$ cat src/rtl/gpio_bank_pkg.sv
package gpio_bank_pkg;
  // Register offsets inside a bank; the order is what software decodes.
  typedef enum logic [1:0] {
    OFS_DIR  = 2'd0,
    OFS_DOUT = 2'd1,
    OFS_DIN  = 2'd2,
    OFS_MODE = 2'd3
  } gb_ofs_e;

  localparam int OFS_W = 2;
endpackage

$ cat src/rtl/gpio_in_sync.sv
module gpio_in_sync #(
  parameter int WIDTH = 8
) (
  input  logic             clk,
  input  logic             rst_n,
  input  logic [WIDTH-1:0] pin_raw,
  output logic [WIDTH-1:0] pin_sync
);
  logic [WIDTH-1:0] stage1_q, stage2_q;

  always_ff @(posedge clk or negedge rst_n) begin
    if (!rst_n) begin
      stage1_q <= '0;
      stage2_q <= '0;
    end else begin
      stage1_q <= pin_raw;
      stage2_q <= stage1_q;
    end
  end

  assign pin_sync = stage2_q;

  // Cycles since reset, saturating at 2, so the check never looks before reset.
  logic [1:0] age_q;
  always_ff @(posedge clk or negedge rst_n) begin
    if (!rst_n)              age_q <= 2'd0;
    else if (age_q != 2'd2)  age_q <= age_q + 2'd1;
  end

  a_r6_two_stage: assert property (@(posedge clk) disable iff (!rst_n)
    (age_q == 2'd2) |-> (pin_sync == $past(pin_raw, 2)));
endmodule

$ cat src/rtl/gpio_pad_drive.sv
module gpio_pad_drive #(
  parameter int PIN_COUNT = 8
) (
  input  logic [PIN_COUNT-1:0] dir_q,
  input  logic [PIN_COUNT-1:0] dout_q,
  input  logic [PIN_COUNT-1:0] mode_q,
  output logic [PIN_COUNT-1:0] pad_out,
  output logic [PIN_COUNT-1:0] pad_oe
);
  for (genvar i = 0; i < PIN_COUNT; i++) begin : g_pin
    // mode 1: push-pull drives the latch; mode 0: open-drain only pulls low.
    assign pad_oe[i]  = dir_q[i] & (mode_q[i] | ~dout_q[i]);
    assign pad_out[i] = mode_q[i] & dout_q[i];
  end
endmodule

$ cat src/rtl/gpio_bank_regs.sv
module gpio_bank_regs
  import gpio_bank_pkg::*;
#(
  parameter int PIN_COUNT = 8,
  parameter int ADDR_W    = 8,
  parameter int REG_W     = 8,
  parameter int BASE      = 'hF0
) (
  input  logic                 clk,
  input  logic                 rst_n,
  input  logic                 wr,
  input  logic                 rd,
  input  logic [ADDR_W-1:0]    addr,
  input  logic [REG_W-1:0]     wdata,
  input  logic [PIN_COUNT-1:0] pin_sync,
  output logic [PIN_COUNT-1:0] dir_q,
  output logic [PIN_COUNT-1:0] dout_q,
  output logic [PIN_COUNT-1:0] mode_q,
  output logic [REG_W-1:0]     rdata
);
  localparam logic [ADDR_W-1:0] BASE_V = ADDR_W'(BASE);

  logic                 hit;
  gb_ofs_e              ofs;
  logic [PIN_COUNT-1:0] wbits;
  logic [PIN_COUNT-1:0] rsel;

  assign hit   = (addr[ADDR_W-1:OFS_W] == BASE_V[ADDR_W-1:OFS_W]);
  assign ofs   = gb_ofs_e'(addr[OFS_W-1:0]);
  assign wbits = wdata[PIN_COUNT-1:0];

  always_ff @(posedge clk or negedge rst_n) begin
    if (!rst_n) begin
      dir_q  <= '0;
      dout_q <= '0;
      mode_q <= '0;
    end else if (wr && hit) begin
      case (ofs)
        OFS_DIR:  dir_q  <= wbits;
        OFS_DOUT: dout_q <= wbits;
        OFS_MODE: mode_q <= wbits;
        default:  ;
      endcase
    end
  end

  always_comb begin
    rsel = '0;
    if (hit) begin
      case (ofs)
        OFS_DIR:  rsel = dir_q;
        OFS_DOUT: rsel = dout_q;
        OFS_DIN:  rsel = pin_sync;
        OFS_MODE: rsel = mode_q;
        default:  rsel = '0;
      endcase
    end
  end

  always_ff @(posedge clk or negedge rst_n) begin
    if (!rst_n)  rdata <= '0;
    else if (rd) rdata <= REG_W'(rsel);
  end

  a_r2_dir_write: assert property (@(posedge clk) disable iff (!rst_n)
    (wr && hit && ofs == OFS_DIR) |=> (dir_q == $past(wbits)));

  a_r9_miss_ignored: assert property (@(posedge clk) disable iff (!rst_n)
    (wr && !hit) |=> ($stable(dir_q) && $stable(dout_q) && $stable(mode_q)));

  a_r10_rdata_hold: assert property (@(posedge clk) disable iff (!rst_n)
    !rd |=> $stable(rdata));
endmodule

$ cat src/rtl/gpio_bank_ctrl.sv
module gpio_bank_ctrl #(
  parameter int PIN_COUNT = 8,
  parameter int ADDR_W    = 8,
  parameter int REG_W     = 8,
  parameter int BASE      = 'hF0
) (
  input  logic                 clk,
  input  logic                 rst_n,
  input  logic                 reg_wr,
  input  logic                 reg_rd,
  input  logic [ADDR_W-1:0]    reg_addr,
  input  logic [REG_W-1:0]     reg_wdata,
  output logic [REG_W-1:0]     reg_rdata,
  input  logic [PIN_COUNT-1:0] pad_in,
  output logic [PIN_COUNT-1:0] pad_out,
  output logic [PIN_COUNT-1:0] pad_oe
);
  logic [PIN_COUNT-1:0] pin_sync, dir_q, dout_q, mode_q;

  gpio_in_sync #(.WIDTH(PIN_COUNT)) u_sync (
    .clk(clk), .rst_n(rst_n), .pin_raw(pad_in), .pin_sync(pin_sync)
  );

  gpio_bank_regs #(
    .PIN_COUNT(PIN_COUNT), .ADDR_W(ADDR_W), .REG_W(REG_W), .BASE(BASE)
  ) u_regs (
    .clk(clk), .rst_n(rst_n), .wr(reg_wr), .rd(reg_rd), .addr(reg_addr),
    .wdata(reg_wdata), .pin_sync(pin_sync), .dir_q(dir_q), .dout_q(dout_q),
    .mode_q(mode_q), .rdata(reg_rdata)
  );

  gpio_pad_drive #(.PIN_COUNT(PIN_COUNT)) u_drive (
    .dir_q(dir_q), .dout_q(dout_q), .mode_q(mode_q),
    .pad_out(pad_out), .pad_oe(pad_oe)
  );

  a_r3_input_released: assert property (@(posedge clk) disable iff (!rst_n)
    (pad_oe & ~dir_q) == '0);

  a_r5_od_low_only: assert property (@(posedge clk) disable iff (!rst_n)
    (pad_oe & ~mode_q & pad_out) == '0);

  a_r4_pp_enabled: assert property (@(posedge clk) disable iff (!rst_n)
    (pad_oe & dir_q & mode_q) == (dir_q & mode_q));
endmodule

$ cat config.mk
export PLATFORM = sky130hd
export DESIGN_NAME = gpio_bank_ctrl
export DESIGN_NICKNAME = d
export VERILOG_FILES = /design/src/rtl/gpio_bank_pkg.sv /design/src/rtl/gpio_in_sync.sv /design/src/rtl/gpio_pad_drive.sv /design/src/rtl/gpio_bank_regs.sv /design/src/rtl/gpio_bank_ctrl.sv
export SDC_FILE = /design/constraint.sdc
export NUM_CORES = 1
export LEC_CHECK = 0
export CAP_MARGIN = 20
export CORE_MARGIN = 2
export CORE_UTILIZATION = 45
export CTS_CLUSTER_DIAMETER = 30
export CTS_CLUSTER_SIZE = 25
export DETAILED_ROUTE_END_ITERATION = 12
export DONT_BUFFER_PORTS = 1
export GPL_TIMING_DRIVEN = 0
export PLACE_DENSITY = 0.67
export SETUP_SLACK_MARGIN = 0.5
export SKIP_LAST_GASP = 1
export SYNTH_ARGS = -nofsm -noshare
export SYNTH_HDL_FRONTEND = slang
export SYNTH_SLANG_ARGS = --single-unit
$ cat constraint.sdc
create_clock -name clk -period 3.45 [get_ports clk]
set_clock_uncertainty 0.2 [all_clocks]
set_input_delay 0.5175 -clock clk [delete_from_list [all_inputs] [get_ports clk]]
set_output_delay 0.5175 -clock clk [all_outputs]
set_load 0.02 [all_outputs]
# Word-level counts from Yosys, hierarchy flattened
# Index checks and enable logic that the tools add are counted.
# totals
output_inout_bits	24
inputBits	28
register_bits	48
# classes
eq_ne	4
n_reduce_logical	5
bitwise	32
n_mux	2
# op_table
operator	n
$pmux W8 S4	1
$and A1 B1 Y1	16
$mux W8	1
$not A1 Y1	8
$or A1 B1 Y1	8
$eq A6 B6 Y1 const B	1
$reduce_and A2 Y1	3
$eq A2 B2 Y1 const B	2
$eq A2 B1 Y1 const B	1
$logic_not A2 Y1	1
$logic_and A1 B1 Y1	1

# Longest topological paths before layout
# depth
word_depth	3
depth_mapped	4
depth_no_buf	3

# Hierarchy
# A second synthesis with hierarchy kept.
# unflattened
hier_cells	127
hier_area_um2	2064.5
# modules_own_cells
module	area_per_inst_um2	instances	seq_area_each_um2	cells_each
gpio_bank_regs	1514.0	1	800.8	87
gpio_in_sync	400.4	1	400.4	16
gpio_pad_drive	150.1	1	0.0	24

# Worst setup path after synthesis
# Ideal clock, no wire load.
# synth_path
kind	input port to flip-flop
startpoint	input reg_addr[2]
endpoint	register u_regs.dir_q[0]
required_ps	3125
path_buffers	1
t_arrival_ps	1694
path_slack_ps	1431
path_stages	4
path_cell_list	nand4bb_4 -> or4_4 -> buf_6 -> mux2_4
# synth_via
elab_chain_cells	3
# synth_lines
element	line	text
start: declaration	gpio_bank_ctrl.sv:11	input logic [ADDR_W-1:0] reg_addr,
$eq A6 B6 Y1	gpio_bank_regs.sv:28	assign hit = (addr[ADDR_W-1:OFS_W] == BASE_V[ADDR_W-1:OFS_W]);
$logic_and A1 B1 Y1	gpio_bank_regs.sv:37	end else if (wr && hit) begin
$reduce_and A2 Y1 (no source line)	n/a	
end signal: assignment	gpio_bank_regs.sv:39	OFS_DIR: dir_q <= wbits;
end: declaration	gpio_bank_regs.sv:16	output logic [PIN_COUNT-1:0] dir_q,
# Every way passes these cells.
# A chain may end at the register's enable or synchronous reset.

# Worst setup path in the final report
# layout_path
startpoint	input reg_addr[0]
endpoint	register u_regs.mode_q[2]
# layout_via
elab_chain_cells	2
# layout_lines
element	line	text
$eq A2 B2 Y1	gpio_bank_regs.sv:38	case (ofs)
$reduce_and A2 Y1 (no source line)	n/a	
end signal: assignment	gpio_bank_regs.sv:41	OFS_MODE: mode_q <= wbits;
end: declaration	gpio_bank_regs.sv:18	output logic [PIN_COUNT-1:0] mode_q,
# Every way passes these cells.

==> impl_metrics.xml <==
<?xml version="1.0" encoding="UTF-8"?>
<metrics>
  <group name="worst_setup_path">
    <metric name="critical_path_required" unit="ns">3.43</metric>
    <metric name="critPathBufInv" unit="">1</metric>
    <metric name="worst-path-max-fanout" unit="">10</metric>
    <metric name="cp_data_arrival_time" unit="ns">2.03</metric>
    <metric name="critical-path-top-delay-family" unit="">simple AND/OR/NAND/NOR gates</metric>
    <metric name="endpoint_type_of_the_worst_setup_path" unit="">flop</metric>
    <metric name="path_cells" unit="">buf_2 &gt; nand3_1 &gt; nor3_2 &gt; mux2_2</metric>
    <metric name="crit_path_max_incr_delay" unit="ns">0.66</metric>
    <metric name="worst-setup-path-type" unit="">input port to flop</metric>
    <metric name="crit_slowest_cell" unit="">nor3_2</metric>
    <metric name="setup.worst_path.start_class" unit="">input port</metric>
  </group>
  <group name="timing">
    <metric name="max_slew_margin" unit="%">43.3</metric>
    <metric name="fin_crit_sh" unit="%">59.5</metric>
    <metric name="setup_violations" unit="">0</metric>
    <metric name="period_needed" unit="ns">2.05</metric>
    <metric name="finalSetupTns" unit="ns">0</metric>
    <metric name="timing.final.hold_violations" unit="">0</metric>
    <metric name="worst_pin_slew" unit="ns">0.846</metric>
    <metric name="final-max-slew-violation-count" unit="">0</metric>
    <metric name="timing.fmax" unit="GHz">0.487</metric>
    <metric name="hold_ws" unit="ns">0.0444</metric>
    <metric name="rsz0062_at_grt" unit="">no</metric>
  </group>
  <group name="grt">
    <metric name="grt.met2_usage" unit="%">26.8</metric>
    <metric name="overflow" unit="">0</metric>
    <metric name="grt_util_all_layers" unit="%">16.7</metric>
    <metric name="groute.layer.met1.usage" unit="%">21.0</metric>
    <metric name="grt-busiest-layer" unit="">met2</metric>
    <metric name="grt_antenna_before_repair" unit="">0</metric>
    <metric name="vias_in_the_first_global_route" unit="">1163</metric>
    <metric name="grt_use_met3" unit="%">6.41</metric>
    <metric name="grt_first_pass_wirelength" unit="mm">6.15</metric>
    <metric name="maximum_number_of_pins_on_one_net_before_global_route_repair" unit="">49</metric>
  </group>
  <group name="cts">
    <metric name="post_cts.repair.setup_buffers" unit="">0</metric>
    <metric name="cts_resized" unit="">0</metric>
    <metric name="cts_made_buffers" unit="">5</metric>
    <metric name="clock_insertion_delay_worst_skew" unit="ns">0.29</metric>
    <metric name="htreeDepth" unit="">2</metric>
    <metric name="holdBufCountCts" unit="">2</metric>
    <metric name="clk_root_buffer_cell" unit="">clkbuf_8</metric>
    <metric name="path_clk_slew" unit="ns">0.08</metric>
    <metric name="clk_path_buf_depth" unit="">2</metric>
    <metric name="cts_sinks" unit="">48</metric>
    <metric name="tritoncts" unit="">yes</metric>
  </group>
  <group name="die">
    <metric name="die_height" unit="um">70.8</metric>
    <metric name="floorplan.initialDensity" unit="%">46.5</metric>
    <metric name="die_x" unit="um">70.8</metric>
    <metric name="pin_count" unit="">52</metric>
    <metric name="fp.dieArea" unit="um^2">5020</metric>
    <metric name="fp-row-count" unit="">24</metric>
    <metric name="core_area" unit="um^2">4320</metric>
  </group>
  <group name="synthesis">
    <metric name="post_synth_main_area_contributors" unit="">dfrtp_1, mux2_2, mux4_2, mux2_4, a22o_1</metric>
    <metric name="synth-warning-count" unit="">0</metric>
    <metric name="mappedNetlistArea" unit="um^2">2010</metric>
    <metric name="synthCells" unit="">125</metric>
    <metric name="async_reset_ff_share" unit="%">100</metric>
    <metric name="library_cell_with_the_largest_summed_area_after_synthesis" unit="">dfrtp_1</metric>
    <metric name="netlist.area_leader.share" unit="%">59.7</metric>
    <metric name="synth.avg_cell_area" unit="um^2">16.1</metric>
    <metric name="synth_nets" unit="">153</metric>
    <metric name="proportion_of_synthesized_chip_area_in_sequential_cells" unit="%">59.7</metric>
    <metric name="synth_commonest_cells" unit="">dfrtp_1, mux2_2</metric>
    <metric name="synth_enable_flop_cells" unit="">0</metric>
    <metric name="synth.most_common_cell" unit="">dfrtp_1</metric>
    <metric name="ys_seq_elements" unit="">48</metric>
    <metric name="synth-main-ff-cell" unit="">dfrtp_1</metric>
    <metric name="synth.lib_cells_used.distinct" unit="">19</metric>
  </group>
  <group name="power">
    <metric name="combinationalPowerShare" unit="%">7.2</metric>
    <metric name="clkPwrFrac" unit="%">33.3</metric>
    <metric name="switching_share" unit="%">22.2</metric>
    <metric name="net-switching-power" unit="W">0.000223</metric>
    <metric name="irDropWorstVdd" unit="uV">320</metric>
    <metric name="cellPowerDensity" unit="nW/um^2">455</metric>
    <metric name="static-leakage-power" unit="nW">1.01</metric>
    <metric name="sequentialPowerShare" unit="%">59.6</metric>
    <metric name="internal_power" unit="W">0.000783</metric>
  </group>
  <group name="outcome">
    <metric name="status" unit="">completed</metric>
  </group>
  <group name="detailed_routing">
    <metric name="drt_first_pass_iters" unit="">4</metric>
    <metric name="detailroute.via_count" unit="">1082</metric>
    <metric name="drc_errors" unit="">0</metric>
    <metric name="routed_wl_per_cell" unit="um">20.8</metric>
    <metric name="count_of_nets_left_with_antenna_violations_after_detail_routing" unit="">0</metric>
    <metric name="detail_route.vias_per_cell" unit="">5.76</metric>
    <metric name="drt_first_iter_violations" unit="">33</metric>
    <metric name="detail_route.wirelength" unit="mm">3.91</metric>
  </group>
  <group name="place">
    <metric name="numPortBuffers" unit="">0</metric>
    <metric name="place_congestion" unit="">0.744</metric>
    <metric name="detailedPlacementHpwl" unit="mm">2.65</metric>
    <metric name="placement.cell_area" unit="um^2">2080</metric>
  </group>
  <group name="layout">
    <metric name="layout.cell_area.non_filler" unit="um^2">2210</metric>
    <metric name="post-route-util" unit="%">51.2</metric>
    <metric name="finalNetCount" unit="">163</metric>
    <metric name="syn_to_final_growth" unit="%">10.0</metric>
    <metric name="layout-drive-gt1-share" unit="%">35.3</metric>
    <metric name="antenna_cells" unit="">0</metric>
  </group>
  <group name="min_path">
    <metric name="worst_hold_path_type" unit="">input port to flop</metric>
  </group>
  <group name="flow_run">
    <metric name="drv.max_cap_violation_count" unit="">0</metric>
  </group>
</metrics>
## power by group through the flow
stage / logic (W) / clock network [W] / registers [W]
after floorplan: 0.0000507 / 0 / 0.000606
after global placement: 0.0000559 / 0 / 0.000609
after detailed placement: 0.0000576 / 0 / 0.000611
after CTS: 0.0000737 / 0.000351 / 0.000600
after global routing: 0.0000791 / 0.000370 / 0.000603
final: 0.0000720 / 0.000335 / 0.000600
## through the flow
step	power (W)	setup slack [ns]	std cells
after floorplan	0.000656	1.43	125
after global placement	0.000665	1.11	177
after detailed placement	0.000669	1.05	177
after CTS	0.00102	1.37	187
after global routing	0.00105	1.34	188
final	0.00101	1.40	188
## path summary, 6_finish.rpt
check	endpoint	cells after the start	start	slack, ns
hold reg to reg	u_sync.pin_sync[1]	0	u_sync.stage1_q[1]	0.15
hold / removal	u_sync.stage1_q[3]	0	pad_in[3]	0.04
max in group asynchronous	u_regs.dir_q[0]	2	rst_n	2.31
setup reg to reg	u_regs.rdata[2]	2	u_regs.mode_q[2]	2.03
setup / recovery	u_regs.mode_q[2]	4	reg_addr[0]	1.40
min in group asynchronous	u_regs.dout_q[5]	2	rst_n	0.54
## worst reg2reg max path: cells and delay by family, from the launching register on
kind | cells | cell delay [ns]
AOI/OAI and AO/OA | 1 | 0.21
DFF | 1 | 0.42
muxes | 1 | 0.48
## cells in the final DEF (no fill, tap or decap), types with 2 or more instances in the layout
| cell | netlist | layout |
|---|---|---|
| mux2_4 | 8 | 8 |
| a21boi_0 | 8 | 8 |
| clkbuf_8 | 0 | 6 |
| mux4_2 | 8 | 8 |
| buf_2 | 2 | 2 |
| nand2_1 | 2 | 2 |
| dfrtp_1 | 48 | 48 |
| and2_1 | 8 | 8 |
| mux2_2 | 16 | 16 |
| a22o_1 | 8 | 8 |
| inv_1 | 8 | 8 |
## state kept, by name, summed over array words and instances (netlist names)
register / count
u_regs.mode_q: 8
u_sync.stage1_q: 8
u_regs.dout_q: 8
u_regs.rdata: 8
u_sync.pin_sync: 8
u_regs.dir_q: 8
## per-layer routing
metal  wire length (um)  up-vias
li1                   -      472
met3                251        7
met1               1620      565
met2               2000       38
met4                 44        0
met5                  0        -
## cells by family after synthesis
kind of cell           count (synthesis)  synth area share (%)
AND/OR/NAND/NOR                       17                  7.16
flip-flops                            48                  59.7
multiplexers                          32                  23.9
AO/OA/AOI/OAI                         16                  6.47
buffers and inverters                 12                  2.74
## area by class of cell
class	count	area [um^2]
tap	52	65.1
fill	386	2110
clock inverter	1	7.51
timing repair buffer	3	42.5
inverter	9	33.8
multi-input combinational	65	754
buffer	3	21.3
sequential	48	1200
clock buffer	7	86.3
Note: power is estimated with default switching activity, not from simulation.
